==> config.mk <==
export PLATFORM = sky130hd
export DESIGN_NAME = scl_wait_timer
export DESIGN_NICKNAME = d
export VERILOG_FILES = /design/src/rtl/swt_pkg.sv /design/src/rtl/swt_ctrl_decode.sv /design/src/rtl/swt_prescaler.sv /design/src/rtl/swt_downcounter.sv /design/src/rtl/scl_wait_timer.sv
export SDC_FILE = /design/constraint.sdc
export NUM_CORES = 1
export LEC_CHECK = 0
export BUFFER_PORTS_ARGS = -buffer_cell sky130_fd_sc_hd__buf_2
export CORE_MARGIN = 2
export CORE_UTILIZATION = 45
export DETAILED_ROUTE_END_ITERATION = 8
export GPL_ROUTABILITY_DRIVEN = 0
export GPL_TIMING_DRIVEN = 0
export HOLD_SLACK_MARGIN = 0.1
export SYNTH_ARGS = -nofsm -noshare
export SYNTH_HDL_FRONTEND = slang
export SYNTH_SLANG_ARGS = --single-unit
==> constraint.sdc <==
create_clock -name clk -period 3 [get_ports clk]
set_clock_uncertainty 0.05 [all_clocks]
set_input_delay 0.75 -clock clk [delete_from_list [all_inputs] [get_ports clk]]
set_output_delay 0.75 -clock clk [all_outputs]
set_load 0.01 [all_outputs]
==> src/rtl/swt_pkg.sv <==
package swt_pkg;

  // Default field widths of the timer.
  localparam int unsigned CNT_W_DEF = 15;
  localparam int unsigned EXP_W_DEF = 4;

  // Phase of the tick down-counter.
  typedef enum logic [1:0] {
    PH_IDLE = 2'd0,  // disarmed after reset or soft clear
    PH_RUN  = 2'd1,  // armed, counting ticks
    PH_DONE = 2'd2   // expired, holding zero until restart
  } phase_t;

endpackage

==> src/rtl/swt_ctrl_decode.sv <==
module swt_ctrl_decode #(
  parameter int unsigned CNT_W = swt_pkg::CNT_W_DEF,
  parameter int unsigned EXP_W = swt_pkg::EXP_W_DEF,
  localparam int unsigned DIV_W = (1 << EXP_W) - 1
) (
  input  logic [CNT_W:0]   ctrl_word,
  input  logic [EXP_W-1:0] exp_sel,
  input  logic             scl_lvl,
  input  logic             waiting,
  output logic             restart,
  output logic             qualified,
  output logic [CNT_W-1:0] limit,
  output logic [DIV_W-1:0] div_mask
);

  logic             enable;
  logic [CNT_W-1:0] raw_limit;

  assign enable    = ctrl_word[CNT_W];
  assign raw_limit = ctrl_word[CNT_W-1:0];

  // A limit of zero is treated as one tick.
  assign limit = (raw_limit == '0) ? CNT_W'(1) : raw_limit;

  assign restart   = !enable || scl_lvl;
  assign qualified = enable && !scl_lvl && waiting;

  // Low exp_sel bits of the mask set: prescale ratio 2^exp_sel.
  for (genvar i = 0; i < DIV_W; i++) begin : g_mask
    assign div_mask[i] = (EXP_W'(i) < exp_sel);
  end

endmodule

==> src/rtl/swt_prescaler.sv <==
module swt_prescaler #(
  parameter int unsigned DIV_W = 15
) (
  input  logic             clk,
  input  logic             rst_n,
  input  logic             clr,
  input  logic             restart,
  input  logic             qualified,
  input  logic [DIV_W-1:0] div_mask,
  output logic             tick
);

  logic [DIV_W-1:0] pre_q;

  assign tick = qualified && ((pre_q & div_mask) == div_mask);

  always_ff @(posedge clk or negedge rst_n) begin
    if (!rst_n) begin
      pre_q <= '0;
    end else if (clr || restart) begin
      pre_q <= '0;
    end else if (qualified) begin
      pre_q <= tick ? '0 : pre_q + DIV_W'(1);
    end
  end

endmodule

==> src/rtl/swt_downcounter.sv <==
module swt_downcounter
  import swt_pkg::*;
#(
  parameter int unsigned CNT_W = CNT_W_DEF
) (
  input  logic             clk,
  input  logic             rst_n,
  input  logic             clr,
  input  logic             restart,
  input  logic             tick,
  input  logic [CNT_W-1:0] limit,
  output logic             expire
);

  phase_t           phase_q;
  logic [CNT_W-1:0] left_q;

  always_ff @(posedge clk or negedge rst_n) begin
    if (!rst_n) begin
      phase_q <= PH_IDLE;
      left_q  <= '0;
      expire  <= 1'b0;
    end else begin
      expire <= 1'b0;
      if (clr) begin
        phase_q <= PH_IDLE;
        left_q  <= '0;
      end else if (restart) begin
        phase_q <= PH_RUN;
        left_q  <= limit;
      end else if (tick && phase_q == PH_RUN) begin
        if (left_q == CNT_W'(1)) begin
          left_q  <= '0;
          phase_q <= PH_DONE;
          expire  <= 1'b1;
        end else begin
          left_q <= left_q - CNT_W'(1);
        end
      end
    end
  end

endmodule

==> src/rtl/scl_wait_timer.sv <==
module scl_wait_timer #(
  parameter int unsigned CNT_W = swt_pkg::CNT_W_DEF,
  parameter int unsigned EXP_W = swt_pkg::EXP_W_DEF
) (
  input  logic             clk,
  input  logic             rst_n,
  input  logic             soft_clr,
  input  logic [CNT_W:0]   tmr_ctrl,
  input  logic [EXP_W-1:0] pre_exp,
  input  logic             scl_in,
  input  logic             mst_wait,
  output logic             timeout_o
);

  localparam int unsigned DIV_W = (1 << EXP_W) - 1;

  logic             restart;
  logic             qualified;
  logic             tick;
  logic [CNT_W-1:0] limit;
  logic [DIV_W-1:0] div_mask;

  swt_ctrl_decode #(.CNT_W(CNT_W), .EXP_W(EXP_W)) u_dec (
    .ctrl_word (tmr_ctrl),
    .exp_sel   (pre_exp),
    .scl_lvl   (scl_in),
    .waiting   (mst_wait),
    .restart   (restart),
    .qualified (qualified),
    .limit     (limit),
    .div_mask  (div_mask)
  );

  swt_prescaler #(.DIV_W(DIV_W)) u_pre (
    .clk       (clk),
    .rst_n     (rst_n),
    .clr       (soft_clr),
    .restart   (restart),
    .qualified (qualified),
    .div_mask  (div_mask),
    .tick      (tick)
  );

  swt_downcounter #(.CNT_W(CNT_W)) u_cnt (
    .clk     (clk),
    .rst_n   (rst_n),
    .clr     (soft_clr),
    .restart (restart),
    .tick    (tick),
    .limit   (limit),
    .expire  (timeout_o)
  );

endmodule

; Word level (Yosys, flattened, before mapping)
; Index checks and enable logic that the tools add are counted.
[totals]
register_bits = 33
word_cells = 54
out_inout_bits = 1
[op_classes]
add_sub_neg = 2
n_eq_ne = 3
bitwise_logic = 1
n_mux = 16
n_lt_le_gt_ge = 15
reduce_logical = 13
[op_table]
columns = op, n
row1 = $mux W15, 8
row2 = $lt A4 B4 Y1 const A, 7
row3 = $lt A3 B4 Y1 const A, 4
row4 = $add A15 B1 Y15 const B, 1
row5 = $and A15 B15 Y15, 1
row6 = $eq A15 B1 Y1 const B, 1
row7 = $eq A15 B15 Y1, 1
row8 = $logic_not A15 Y1, 1
row9 = $sub A15 B1 Y15 const B, 1
row10 = $lt A1 B4 Y1 const A, 2
row11 = $lt A2 B4 Y1 const A, 2
row12 = $mux W2, 4
row13 = $reduce_bool A3 Y1, 2
row14 = $logic_and A1 B1 Y1, 4
row15 = $mux W1, 4
row16 = $eq A2 B1 Y1 const B, 1
row17 = $logic_not A1 Y1, 2
row18 = $logic_or A1 B1 Y1, 2
row19 = $reduce_and A2 Y1, 1
row20 = $reduce_bool A2 Y1, 1

; Longest topological paths before layout
; Gate-level depths: netlist of run 1.
[logic_depth]
ltp_word = 8
depth_mapped = 9
mapped_depth_nobuf = 8

; By module
; From an unflattened synthesis of run 1, not the netlist that was laid out.
[unflattened]
hier_cells = 282
area_unflattened_um2 = 2428.6
[modules_own_cells]
columns = mod, area_per_inst_um2, seq_area_each_um2, n_inst, cells_each
row1 = swt_downcounter, 1248.7, 450.4, 1, 130
row2 = swt_prescaler, 940.9, 375.4, 1, 106
row3 = swt_ctrl_decode, 239.0, 0.0, 1, 46

; Worst setup path after synthesis of run 1
; Ideal clock, no wire load.
[synth_timing]
path_kind = input -> register
from = input port pre_exp[1]
to = register u_cnt.left_q[14]
arrival_ns = 2.327
path_slack_ns = 0.502
path_stages = 8
cell_sequence = buf_6 -> o21bai_2 -> a21oi_1 -> o41a_1 -> nor4_4 -> buf_6 -> o2111ai_1 -> a32o_1
[synth_between]
elab_chain_len = 6
elab_cells_between_ends = 20
[synth_lines]
columns = item, line
row1 = start: declaration, scl_wait_timer.sv:9  ; input logic [EXP_W-1:0] pre_exp,
row2 = "$lt A1 B4 Y1, or another cell as far along", swt_ctrl_decode.sv:30  ; assign div_mask[i] = (EXP_W'(i) < exp_sel);
row3 = $and A15 B15 Y15, swt_prescaler.sv:15  ; assign tick = qualified && ((pre_q & div_mask) == div_mask);
row4 = $eq A15 B15 Y1 (*), swt_prescaler.sv:15
row5 = $logic_and A1 B1 Y1 (*), swt_prescaler.sv:15
row6 = $logic_and A1 B1 Y1 (*), swt_downcounter.sv:31  ; end else if (tick && phase_q == PH_RUN) begin
row7 = $reduce_bool A3 Y1 (no line) (*), n/a
row8 = end signal: assignment, swt_downcounter.sv:30  ; left_q <= limit;
row9 = end signal: assignment, swt_downcounter.sv:37  ; left_q <= left_q - CNT_W'(1);
row10 = end: declaration, swt_downcounter.sv:16  ; logic [CNT_W-1:0] left_q;
; Mark *: on every way between the ends. The rest lies on a longest branch, timed or not.
; A chain may end at the register's enable or synchronous reset.

; Final worst setup path of run 1
[layout_timing]
from = input port soft_clr
to = register u_pre.pre_q[14]
[layout_between]
elab_chain_len = 2
elab_cells_between_ends = 3
[layout_lines]
columns = item, line
row1 = start: declaration, scl_wait_timer.sv:7  ; input logic soft_clr,
row2 = $logic_or A1 B1 Y1 (*), swt_prescaler.sv:20  ; end else if (clr || restart) begin
row3 = $mux W15 / $reduce_bool A2 Y1 (equally long branches), n/a
row4 = end signal: assignment, swt_prescaler.sv:23  ; pre_q <= tick ? '0 : pre_q + DIV_W'(1);
row5 = end: declaration, swt_prescaler.sv:13  ; logic [DIV_W-1:0] pre_q;
; Marks and branches as above.

==> results.toml, run 1 <==
[logic_synthesis]
synth_area_mm2 = 0.00219
synthArstFlopShare_pct = 100
synth-edff-count = 0
synthCells = 259
syn_avg_cell_area_um2 = 8.44
synth-seq-area-share_pct = 37.8
ys_warn_count = 0
netlist_top_cells_area = "dfrtp_1, nor2_1, nand2_1"
synthDistinctLibCells = 51
synth-seq-cells = 33
syn-num-nets = 287
synth_area_leader_cell = "dfrtp_1"
synth_ff_type = "dfrtp_1"
yosysTopAreaCellShare_pct = 37.8

[setup_path]
cp-end-kind = "flip-flop"
worst-setup-path-type = "input pin to flip-flop"
cp.depth = 7
slowest_delay_ns = 1.00
worstPathArrival_ns = 2.78
cp_cell_sequence = "buf_2 > nor3b_1 > nand2_1 > nand2b_1 > nor3_1 > xnor2_1 > nor2_1"
critPathMaxFanout = 9
cp.required_ns = 3.13
cpLargestDelayFamily = "simple AND/OR/NAND/NOR gates"
rr_worst_depth = 7
critical-path-slowest-cell = "nor3b_1"
cp-start-kind = "input pin"
crit_buf_inv = 1

[clocking]
cts_buffers = 5
cts_sinks = 33
cts_resized = 0
clock_latency_ns = 0.30
cts_tree = "done"
post-cts-setup-buffer-count = 0
hold_buffers = 0
cts-root-buf = "clkbuf_8"
clk_path_buf_depth = 2
clk_pin_slew_worst_paths_ns = 0.07
htree_num_levels = 2

[drt]
routed_wl_um = 5760
viasPerCell = 6.21
vias = 2141
drt-wirelength-per-cell_um = 16.7
drc = 0
firstDrtPassIters = 4
final_antenna_net_count = 0
first_iter_violations = 101

[sta]
fmax_mhz = 377
tns_ns = 0
hold_viol_final = 0
setup_violations = 0
fin_crit_ns = 2.65
rsz0062_at_grt = "no"
worst_pin_slew_ns = 1.25
timing.final.ws_setup_ns = 0.347
finalCritPeriodShare_pct = 88.4
max_slew_margin_pct = 16.6
drv_slew = 0

[flow_run]
cap_violations = 0

[die]
core_area_mm2 = 0.00469
die_x_um = 73.7
ioPinCount = 26
dieHeight_um = 73.7
initial_core_util_pct = 46.6
num_rows = 25
die_area_mm2 = 0.00543

[global_route]
grt_first_pass_wirelength_um = 9780
grt_use_total_pct = 23.6
grt_pass1_vias = 2111
grt_max_degree = 34
antenna_found_initial = 0
grt-ovfl-total = 0

[min_path]
hold_path_class = "flip-flop to flip-flop"
whs_path_depth = 1

[pwr]
peakVddDrop_mv = 0.199
power_density_mw_per_mm2 = 420
cellLeakagePower_nw = 1.04

[run_status]
outcome = "completed"

[final_layout]
syn_to_final_growth_pct = 13.2
num-nets-final = 318
fill_cells = 474
final_cell_mix = "nor2_1, dfrtp_1, buf_2, nand2_1, o21ai_0"
num_antenna_cells = 0
final_common_cell = "nor2_1"
layout-drive-gt1-share_pct = 16.5

[placed_design]
place_hpwl_um = 4170
port_buffers = 24
dp_slack_ns = 0.0465
==> metrics by stage <==
stage | instance area (µm²) | hold slack (ns) | total power [mW] | util [%] | std cells
after floorplan | 2190 | 0.404 | 0.596 | - | 259
after global placement | 2370 | 0.417 | 0.660 | 50.6 | 337
after detailed placement | 2370 | 0.421 | 0.661 | 50.6 | 337
after CTS | 2480 | 0.437 | 1.04 | 52.8 | 345
after global routing | 2480 | 0.457 | 1.09 | 52.8 | 345
final | 2480 | 0.433 | 1.04 | 52.8 | 345
==> final timing paths <==
kind	start	end	slack (ns)
max in group asynchronous	rst_n	u_pre.pre_q[8]$_DFFE_PN0P_	1.94
setup reg to reg	u_cnt.left_q[1]$_DFFE_PN0P_	u_cnt.left_q[3]$_DFFE_PN0P_	0.45
hold reg to reg	u_cnt.phase_q[1]$_DFFE_PN0P_	u_cnt.phase_q[1]$_DFFE_PN0P_	0.43
hold / removal	u_cnt.phase_q[1]$_DFFE_PN0P_	u_cnt.phase_q[1]$_DFFE_PN0P_	0.43
setup / recovery	soft_clr	u_pre.pre_q[14]$_DFFE_PN0P_	0.35
min in group asynchronous	rst_n	u_pre.pre_q[3]$_DFFE_PN0P_	0.47
==> power by group <==
group          switching, mW  total, mW  internal [mW]
Combinational          0.107      0.175         0.0679
Clock                  0.178      0.385          0.208
Sequential            0.0183      0.480          0.462
==> layer usage <==
layer  part of all wire, %  GRT usage [%]
met3                   5.7           4.39
met4                   2.7           12.1
met5                     0              0
met2                    48           39.9
met1                    43           28.3
==> cells in the mapped netlist (all sizes together), types with 3 or more instances <==
library cell,instances
nand2,27
o2111ai,3
or2,4
inv,6
o2bb2ai,3
nor3,10
nand2b,7
a21oi,11
dfrtp,33
o22ai,5
a32o,5
nor2b,5
clkbuf,4
or3,7
ha,3
nand4,3
o21ai,15
a22o,4
nor2,36
o21a,6
buf,6
xor2,5
nor4,8
nand3,9
==> state kept, by name, indices dropped and copies added (netlist names) <==
register       flops
u_cnt.expire       1
u_cnt.left_q      15
u_cnt.phase_q      2
u_pre.pre_q       15
==> final cells by class <==
cell class                 count  area, µm²  area share (%)
buffer                        10       63.8            2.58
clock buffer                   7       96.3            3.89
clock inverter                 1       5.00           0.202
inverter                       6       22.5           0.910
multi-input combinational    210       1270            51.5
sequential                    33        826            33.4
tap                           54       67.6            2.73
timing repair buffer          24        120            4.85
==> cells by family after synthesis <==
group	after synthesis	share of synthesized area, %
AO/OA/AOI/OAI	71	23.3
XOR/XNOR	7	2.80
adder cells (fa/ha/maj)	3	1.72
buffers and inverters	16	3.95
flip-flops	33	37.8
multiplexers	2	0.915
AND/OR/NAND/NOR	127	29.6
(Power assumes the default switching activity.)
==> inputs of run 2 (changes only) <==
- GPL_TIMING_DRIVEN: 0 -> unset
==> results.toml, run 2 (synthesized netlist as in run 1, its figures left out) <==
[setup_path]
critPathMaxFanout = 20
cp.required_ns = 3.16
cp-start-kind = "input pin"
worst-setup-path-type = "input pin to flip-flop"
worstPathArrival_ns = 2.69
cp-end-kind = "flip-flop"

[clocking]
cts_tree = "done"
post-cts-setup-buffer-count = 0
cts_resized = 0
cts_sinks = 33
htree_num_levels = 2
clk_path_buf_depth = 2
clock_latency_ns = 0.29
hold_buffers = 0
clk_pin_slew_worst_paths_ns = 0.07
cts-root-buf = "clkbuf_8"
cts_buffers = 5

[die]
die_area_mm2 = 0.00543
ioPinCount = 26
core_area_mm2 = 0.00469
dieHeight_um = 73.7
num_rows = 25
die_x_um = 73.7
initial_core_util_pct = 46.6

[sta]
holdWs_ns = 0.442
fin_crit_ns = 2.54
fmax_mhz = 394
finalCritPeriodShare_pct = 84.5
rsz0062_at_grt = "no"
max_slew_margin_pct = 49.5
tns_ns = 0
drv_slew = 0
hold_viol_final = 0
setup_violations = 0
worst_pin_slew_ns = 0.757

[drt]
routed_wl_um = 5430
drt-wirelength-per-cell_um = 15.8
firstDrtPassIters = 4
viasPerCell = 6.00
final_antenna_net_count = 0
drc = 0
first_iter_violations = 94
vias = 2059

[min_path]
hold_path_class = "flip-flop to flip-flop"

[final_layout]
final_cell_mix = "nor2_1, dfrtp_1, nand2_1, buf_2, o21ai_0"
final_common_cell = "nor2_1"
layout-drive-gt1-share_pct = 17.3
num_antenna_cells = 0
num-nets-final = 316
reg.largest.list = "u_cnt.left_q (15), u_pre.pre_q (15), u_cnt.phase_q (2)"
syn_to_final_growth_pct = 14.4

[pwr]
p_comb_share_pct = 16.0
power_density_mw_per_mm2 = 437
cellLeakagePower_nw = 1.05
p_clk_share_pct = 40.0
power_switching_mw = 0.289
peakVddDrop_mv = 0.237
swShare_pct = 26.4
internal_power_mw = 0.805
p_seq_share_pct = 43.9
p_total_mw = 1.09

[global_route]
grt_first_pass_wirelength_um = 9230
grt-ovfl-total = 0
grt_pass1_vias = 1924
grt_max_degree = 34
antenna_found_initial = 0
grt_use_total_pct = 22.3

[placed_design]
port_buffers = 25
place_hpwl_um = 3990

[flow_run]
cap_violations = 0

[run_status]
outcome = "completed"
-- run 2: worst paths after layout --
kind / depth (start not counted) / slack (ns) / start / end
hold reg to reg: 1 / 0.44 / u_cnt.phase_q[1]$_DFFE_PN0P_ / u_cnt.phase_q[1]$_DFFE_PN0P_
setup / recovery: 8 / 0.46 / pre_exp[0] / u_cnt.left_q[0]$_DFFE_PN0P_
max in group asynchronous: 1 / 1.94 / rst_n / u_cnt.left_q[11]$_DFFE_PN0P_
hold / removal: 1 / 0.44 / u_cnt.phase_q[1]$_DFFE_PN0P_ / u_cnt.phase_q[1]$_DFFE_PN0P_
min in group asynchronous: 1 / 0.48 / rst_n / u_pre.pre_q[1]$_DFFE_PN0P_
setup reg to reg: 7 / 0.70 / u_pre.pre_q[12]$_DFFE_PN0P_ / u_cnt.left_q[0]$_DFFE_PN0P_
-- run 2: power groups by stage --
stage	sequential [mW]	clock, mW	combinational [mW]
global placement	0.489	0	0.176
floorplan	0.484	0	0.112
CTS	0.480	0.448	0.177
detailed placement	0.488	0	0.176
finish	0.480	0.438	0.175
global route	0.484	0.470	0.199
-- run 2: layout make-up --
cell class	count	area, µm²
clock inverters	1	30.0
inverters	6	22.5
fillers	451	2190
repair buffers	32	190
multi-input cells	210	1280
clock buffers	7	86.3
flip-flops and latches	33	826
well taps	54	67.6
-- run 2: stage by stage --
stage	util, %	cells	setup slack [ns]	area (µm²)
CTS	53.3	343	0.466	2500
global route	53.3	343	0.307	2500
finish	53.3	343	0.464	2500
detailed placement	50.9	335	0.186	2390
floorplan	-	259	0.502	2190
global placement	50.9	335	0.214	2390
-- run 2: routing by layer --
metal	vias up	track usage, %	wire [µm]
li1	1020	-	-
met1	981	28.8	2460
met2	50	35.8	2660
met3	8	4.53	226
met4	0	9.90	88
met5	-	0	0
-- run 2: critical path, stage by stage --
cell      delay, ns
buf_2          0.14
o21bai_2       0.13
a21oi_1        0.07
o41a_1         0.51
nor4_4         0.37
buf_12         0.19
nand2b_1       0.30
mux2i_1        0.22
